<file path="src/rtl/rob_pkg.sv">
package rob_pkg;

  typedef enum logic {
    OP_ADD = 1'b0,
    OP_SUB = 1'b1
  } robOpE;

  // Strobes from control to datapath; indices travel on separate ports
  typedef struct packed {
    logic issueWe;
    logic execWe;
    logic commitWe;
  } robStrobeT;

endpackage

</file>
<file path="src/rtl/rob_control.sv">
module rob_control
  import rob_pkg::*;
#(
  parameter int DEPTH = 4,
  localparam int IDX_W = $clog2(DEPTH)
) (
  input  logic             clk,
  input  logic             rstN,
  input  logic             issueValid,
  input  logic             execEnable,
  input  logic             commitReady,
  input  logic [DEPTH-1:0] readyVec,
  input  logic [DEPTH-1:0] usedVec,
  input  logic [DEPTH-1:0] doneVec,
  output robStrobeT        strobe,
  output logic [IDX_W-1:0] issueIdx,
  output logic [IDX_W-1:0] execIdx,
  output logic [IDX_W-1:0] commitIdx,
  output logic             issueReady,
  output logic             commitValid
);

  logic [IDX_W-1:0] headQ;
  logic [IDX_W-1:0] tailQ;
  logic [IDX_W-1:0] scanIdx;
  logic [IDX_W-1:0] execSel;
  logic             execFound;

  // Tail slot still in use means the ring is full
  assign issueReady  = ~usedVec[tailQ];
  assign commitValid = usedVec[headQ] & doneVec[headQ];

  // Oldest-first search for a ready slot, starting at the head
  always_comb begin
    execFound = 1'b0;
    execSel   = headQ;
    scanIdx   = headQ;
    for (int k = 0; k < DEPTH; k++) begin
      scanIdx = headQ + IDX_W'(k);
      if (!execFound && readyVec[scanIdx]) begin
        execFound = 1'b1;
        execSel   = scanIdx;
      end
    end
  end

  always_comb begin
    strobe.issueWe  = issueValid & issueReady;
    strobe.execWe   = execEnable & execFound;
    strobe.commitWe = commitValid & commitReady;
  end

  assign issueIdx  = tailQ;
  assign execIdx   = execSel;
  assign commitIdx = headQ;

  always_ff @(posedge clk) begin
    if (!rstN) begin
      headQ <= '0;
      tailQ <= '0;
    end else begin
      if (strobe.issueWe)  tailQ <= tailQ + 1'b1;
      if (strobe.commitWe) headQ <= headQ + 1'b1;
    end
  end

endmodule

</file>
<file path="src/rtl/rob_datapath.sv">
module rob_datapath
  import rob_pkg::*;
#(
  parameter int DEPTH  = 4,
  parameter int TAG_W  = 6,
  parameter int DATA_W = 32,
  localparam int IDX_W = $clog2(DEPTH)
) (
  input  logic              clk,
  input  logic              rstN,
  input  robStrobeT         strobe,
  input  logic [IDX_W-1:0]  issueIdx,
  input  logic [IDX_W-1:0]  execIdx,
  input  logic [IDX_W-1:0]  commitIdx,
  input  robOpE             issueOp,
  input  logic [TAG_W-1:0]  issueTagA,
  input  logic              issueAValid,
  input  logic [DATA_W-1:0] issueValueA,
  input  logic [TAG_W-1:0]  issueTagB,
  input  logic              issueBValid,
  input  logic [DATA_W-1:0] issueValueB,
  input  logic [TAG_W-1:0]  issueTagD,
  output logic [DEPTH-1:0]  readyVec,
  output logic [DEPTH-1:0]  usedVec,
  output logic [DEPTH-1:0]  doneVec,
  output logic [TAG_W-1:0]  execTag,
  output logic [DATA_W-1:0] execValue,
  output logic [TAG_W-1:0]  headTag,
  output logic [DATA_W-1:0] headValue
);

  // Per-slot state
  logic [DEPTH-1:0]  usedQ;
  logic [DEPTH-1:0]  doneQ;
  logic [DEPTH-1:0]  aOkQ;
  logic [DEPTH-1:0]  bOkQ;
  robOpE             opQ   [DEPTH];
  logic [TAG_W-1:0]  tagAQ [DEPTH];
  logic [TAG_W-1:0]  tagBQ [DEPTH];
  logic [TAG_W-1:0]  tagDQ [DEPTH];
  logic [DATA_W-1:0] valAQ [DEPTH];
  logic [DATA_W-1:0] valBQ [DEPTH];
  logic [DATA_W-1:0] resQ  [DEPTH];

  logic issueAHit;
  logic issueBHit;

  assign usedVec  = usedQ;
  assign doneVec  = doneQ;
  assign readyVec = usedQ & ~doneQ & aOkQ & bOkQ;

  // Arithmetic unit on the selected slot
  always_comb begin
    execTag = tagDQ[execIdx];
    if (opQ[execIdx] == OP_SUB) execValue = valAQ[execIdx] - valBQ[execIdx];
    else                        execValue = valAQ[execIdx] + valBQ[execIdx];
  end

  assign headTag   = tagDQ[commitIdx];
  assign headValue = resQ[commitIdx];

  // Same-cycle bypass of the broadcast into an operation being written
  assign issueAHit = strobe.execWe & ~issueAValid & (issueTagA == execTag);
  assign issueBHit = strobe.execWe & ~issueBValid & (issueTagB == execTag);

  always_ff @(posedge clk) begin
    if (!rstN) begin
      usedQ <= '0;
      doneQ <= '0;
      aOkQ  <= '0;
      bOkQ  <= '0;
    end else begin
      for (int e = 0; e < DEPTH; e++) begin
        if (strobe.issueWe && issueIdx == IDX_W'(e)) begin
          usedQ[e] <= 1'b1;
          doneQ[e] <= 1'b0;
          opQ[e]   <= issueOp;
          tagAQ[e] <= issueTagA;
          tagBQ[e] <= issueTagB;
          tagDQ[e] <= issueTagD;
          aOkQ[e]  <= issueAValid | issueAHit;
          bOkQ[e]  <= issueBValid | issueBHit;
          valAQ[e] <= issueAHit ? execValue : issueValueA;
          valBQ[e] <= issueBHit ? execValue : issueValueB;
        end else begin
          if (strobe.commitWe && commitIdx == IDX_W'(e)) usedQ[e] <= 1'b0;
          if (strobe.execWe && execIdx == IDX_W'(e)) begin
            doneQ[e] <= 1'b1;
            resQ[e]  <= execValue;
          end
          if (strobe.execWe && usedQ[e] && !aOkQ[e] && tagAQ[e] == execTag) begin
            aOkQ[e]  <= 1'b1;
            valAQ[e] <= execValue;
          end
          if (strobe.execWe && usedQ[e] && !bOkQ[e] && tagBQ[e] == execTag) begin
            bOkQ[e]  <= 1'b1;
            valBQ[e] <= execValue;
          end
        end
      end
    end
  end

endmodule

</file>
<file path="src/rtl/rob_core.sv">
module rob_core
  import rob_pkg::*;
#(
  parameter int DEPTH  = 4,
  parameter int TAG_W  = 6,
  parameter int DATA_W = 32
) (
  input  logic              clk,
  input  logic              rstN,
  input  logic              issueValid,
  input  logic              issueOp,
  input  logic [TAG_W-1:0]  issueTagA,
  input  logic              issueAValid,
  input  logic [DATA_W-1:0] issueValueA,
  input  logic [TAG_W-1:0]  issueTagB,
  input  logic              issueBValid,
  input  logic [DATA_W-1:0] issueValueB,
  input  logic [TAG_W-1:0]  issueTagD,
  output logic              issueReady,
  input  logic              execEnable,
  output logic              execFire,
  output logic [TAG_W-1:0]  execTag,
  output logic [DATA_W-1:0] execValue,
  input  logic              commitReady,
  output logic              commitValid,
  output logic [TAG_W-1:0]  commitTag,
  output logic [DATA_W-1:0] commitValue
);

  localparam int IDX_W = $clog2(DEPTH);

  robStrobeT        strobe;
  logic [IDX_W-1:0] issueIdx;
  logic [IDX_W-1:0] execIdx;
  logic [IDX_W-1:0] commitIdx;
  logic [DEPTH-1:0] readyVec;
  logic [DEPTH-1:0] usedVec;
  logic [DEPTH-1:0] doneVec;

  rob_control #(.DEPTH(DEPTH)) u_control (
    .clk        (clk),
    .rstN       (rstN),
    .issueValid (issueValid),
    .execEnable (execEnable),
    .commitReady(commitReady),
    .readyVec   (readyVec),
    .usedVec    (usedVec),
    .doneVec    (doneVec),
    .strobe     (strobe),
    .issueIdx   (issueIdx),
    .execIdx    (execIdx),
    .commitIdx  (commitIdx),
    .issueReady (issueReady),
    .commitValid(commitValid)
  );

  rob_datapath #(.DEPTH(DEPTH), .TAG_W(TAG_W), .DATA_W(DATA_W)) u_datapath (
    .clk        (clk),
    .rstN       (rstN),
    .strobe     (strobe),
    .issueIdx   (issueIdx),
    .execIdx    (execIdx),
    .commitIdx  (commitIdx),
    .issueOp    (robOpE'(issueOp)),
    .issueTagA  (issueTagA),
    .issueAValid(issueAValid),
    .issueValueA(issueValueA),
    .issueTagB  (issueTagB),
    .issueBValid(issueBValid),
    .issueValueB(issueValueB),
    .issueTagD  (issueTagD),
    .readyVec   (readyVec),
    .usedVec    (usedVec),
    .doneVec    (doneVec),
    .execTag    (execTag),
    .execValue  (execValue),
    .headTag    (commitTag),
    .headValue  (commitValue)
  );

  assign execFire = strobe.execWe;

endmodule

</file>
<file path="config.mk">
export PLATFORM = sky130hd
export DESIGN_NAME = rob_core
export DESIGN_NICKNAME = d
export VERILOG_FILES = /design/src/rtl/rob_pkg.sv /design/src/rtl/rob_control.sv /design/src/rtl/rob_datapath.sv /design/src/rtl/rob_core.sv
export SDC_FILE = /design/constraint.sdc
export NUM_CORES = 1
export LEC_CHECK = 0
export ABC_AREA = 1
export BUFFER_PORTS_ARGS = -buffer_cell sky130_fd_sc_hd__buf_4
export CAP_MARGIN = 20
export CORE_MARGIN = 3
export CORE_UTILIZATION = 48
export CTS_CLUSTER_DIAMETER = 50
export DETAILED_ROUTE_END_ITERATION = 10
export PLACE_DENSITY = 0.71
export SYNTH_ARGS = -nofsm -noshare
export SYNTH_HDL_FRONTEND = slang
export SYNTH_SLANG_ARGS = --single-unit
</file>
<file path="constraint.sdc">
create_clock -name clk -period 8.5 [get_ports clk]
set_input_delay 1.7 -clock clk [delete_from_list [all_inputs] [get_ports clk]]
set_output_delay 1.7 -clock clk [all_outputs]
set_load 0.02 [all_outputs]
</file>
==> run summary <==
crit-path most repeated cell -> nand2_1
CTS tree -> yes
root buffer cell -> clkbuf_16
Crit-path slowest cell -> xnor2_1
height of the die -> 239.7 µm
drt wl/cell -> 22.09 µm
DIE AREA -> 57,440 µm²
CP peak stage delay -> 0.47 ns
# fillers -> 4,691
Core ar. -> 53,920 µm²
Setup TNS Final -> 0 ns
DRC Markers -> 0
Tightest Pin Transition -> 1.129 ns
cell area after layout -> 30,340 µm²
status -> complete, no violations
register area -> 14,260 µm²
clk_lat worst skew -> 0.63 ns
Placer Congestion -> 0.9731
Startpoint Class -> register
Post-DP Area -> 28,310 µm²
Max-Slew Margin vs Limit -> 24.56%
cell with the most instances after synthesis -> nand2_1
Synth top area share -> 52.70%
Setup WS post-layout -> 0.4202 ns
Post-Syn Area per Cell -> 8.658 µm²
number of synthesized register bits -> 482
Port Buffer Count -> 168
Pre-antenna DRT Iters -> 6
final count of negative-setup-slack endpoints -> 0
H-tree depth -> 2
share of cells above drive strength 1 -> 14.73%
Post-Syn Area -> 26,210 µm²
EDFF count, synth -> 460
Util after Layout -> 56.28%
sequential share of the synthesized area -> 54.38%
post-place setup slack -> 0.3545 ns
CTS buffer count -> 56
Post-Place Cells -> 3,823
fmax -> 123.8 MHz
I/O pins -> 169
Synth Flop Type -> edfxtp_1
max-cap violations -> 0
Reg clk slew, reported paths -> 0.06 ns
Layout Skew -> 0.05020 ns
via count -> 22,870
Fin. Hold Viols -> 0
post-DR vias/cell -> 5.812
total grt overflow -> 0
worst vdd ir -> 0.1581 mV
Pwr Total -> 7.173 mW
vias in the first global route -> 22,090
Post-synth top cells -> nand2_1 (1,197), edfxtp_1 (460), nand3_1 (199)
largest net degree at the start of global routing -> 78
number of antenna violations at the first check in global routing -> 1
antenna viol nets, final -> 0
GRT Util Overall -> 29.62%
Layout Area Growth over Synthesis -> 15.78%
post-synth top area cell -> edfxtp_1
# diodes -> 0
1st-iter DRT viols -> 2,500
Yosys warning count -> 0
row cnt -> 85
Post-DP HPWL -> 57.80 mm
WHS -> 0.4881 ns
Max clock buf depth -> 3
kind of critical path -> reg2out
min-delay worst type -> reg2reg
Syn Inst Count -> 3,027
CP Capture Type -> output pin
Worst EP arrival -> 6.38 ns
P_leak -> 12.73 nW
Worst R2R Setup Slack -> 2.08 ns
Area contributors post-synth -> edfxtp_1 (53%), nand2_1 (17%), nand3_1 (3.8%), o21ai_1 (2.5%), nor2_1 (2.4%)
area of the multi-input gates -> 10,520 µm²
Finished Layout Cells -> 3,934
Post-Route WL -> 86.89 mm
Tcrit/Tclk final -> 95.06%
CTS Sinks -> 482
CP max FO -> 55
first-pass GRT wire length -> 129.1 mm
minimum clock period -> 8.080 ns
nets@finish -> 3,324
Max Slew Vio Count -> 0
Die Width -> 239.7 µm
Data required, critical path -> 6.80 ns
PwrDens -> 236.4 nW/µm²
Async S/R FF share, synth -> 0%
Post-Syn Nets -> 3,158
Yosys cell types -> 51
Initial Utilization -> 48.61%
-- worst max-delay path: cells and delay by family, from the launching register on --
kind,cells,cell delay (ns)
buf+inv,6,1.30
flops,1,0.45
compound gates,4,0.78
xor+xnor,2,0.62
simple gates,17,1.68
fa+ha+maj,3,0.93
-- final cells by class --
type,instances,area share [%]
repair buffers,248,6.775
clock inverters,37,1.282
multi-input cells,2195,34.67
well taps,696,2.870
clock buffers,66,4.775
inverters,210,2.635
flip-flops and latches,482,46.99
-- final timing paths --
kind,startpoint,to,depth (start not counted)
worst max register to register,u_control.commitIdx[0]$_SDFFE_PN0P_,u_datapath.valBQ[3][29]$_DFFE_PP_,35
worst min register to register,u_datapath.doneVec[2]$_SDFFE_PP0P_,u_datapath.doneVec[2]$_SDFFE_PP0P_,2
worst max-delay path,u_control.commitIdx[0]$_SDFFE_PN0P_,execValue[18],32
worst min-delay path,u_datapath.doneVec[2]$_SDFFE_PP0P_,u_datapath.doneVec[2]$_SDFFE_PP0P_,2
-- layout by cell type (no fill, tap or decap), types with 8 or more instances in the layout --
master and instances:
nand2_1 1195, edfxtp_1 460, buf_4 234, nand3_1 197, inv_1 159, nor2_1 157, o21ai_1 133, o21ai_0 123
clkbuf_16 57, o22ai_1 46, a21oi_1 44, ha_1 40, xor2_1 34, a22oi_1 32, inv_2 28, clkinv_1 25
o21ai_2 24, xnor2_1 21, dfxtp_1 19, nand2_2 18, nor3_1 16, nand4_1 14, nor2_2 12, clkinv_2 11
nor2_4 9, clkbuf_1 9, buf_12 9, nand3_2 8, clkinvlp_4 8, o21ai_4 8
-- flip-flops by register name, indices dropped and copies added, names as in the netlist, named ones only --
| name | count |
|---|---|
| u_control.commitIdx | 2 |
| u_datapath.resQ | 128 |
| u_datapath.tagAQ | 24 |
| u_datapath.tagDQ | 24 |
| u_datapath.doneVec | 4 |
| u_datapath.opQ | 4 |
| u_datapath.usedVec | 4 |
| u_datapath.aOkQ | 4 |
| u_control.issueIdx | 2 |
| u_datapath.valBQ | 128 |
| u_datapath.tagBQ | 24 |
| u_datapath.bOkQ | 4 |
| u_datapath.valAQ | 128 |
-- logic make-up (layout without fill, tap and decap cells) --
family | Yosys count | in the layout | synth area share [%]
simple gates | 1660 | 1660 | 25.93
fa+ha+maj | 41 | 41 | 1.986
xor+xnor | 58 | 58 | 1.938
buf+inv | 350 | 561 | 5.958
compound gates | 436 | 436 | 9.806
flops | 482 | 482 | 54.38
-- routing by layer --
| layer | track usage [%] | wire [µm] |
|---|---|---|
| met3 | 5.815 | 8132 |
| met4 | 14.64 | 4724 |
| met5 | 0 | 13 |
| met2 | 49.14 | 40810 |
| met1 | 37.21 | 33210 |
-- where the power goes --
part | internal, mW | switching [mW]
combinational | 0.535 | 1.40
sequential | 2.81 | 0.0285
clock | 1.38 | 1.01
-- repair_timing --
action	4_1_cts	5_1_grt
hold endpoints to repair	0	0
pin swaps	0	2
endpoints found under the setup margin	7	15
hold buffers	0	0
gates cloned	0	1
setup buffers	0	6
resized for setup	4	20
Note: power is estimated with default switching activity, not from simulation.
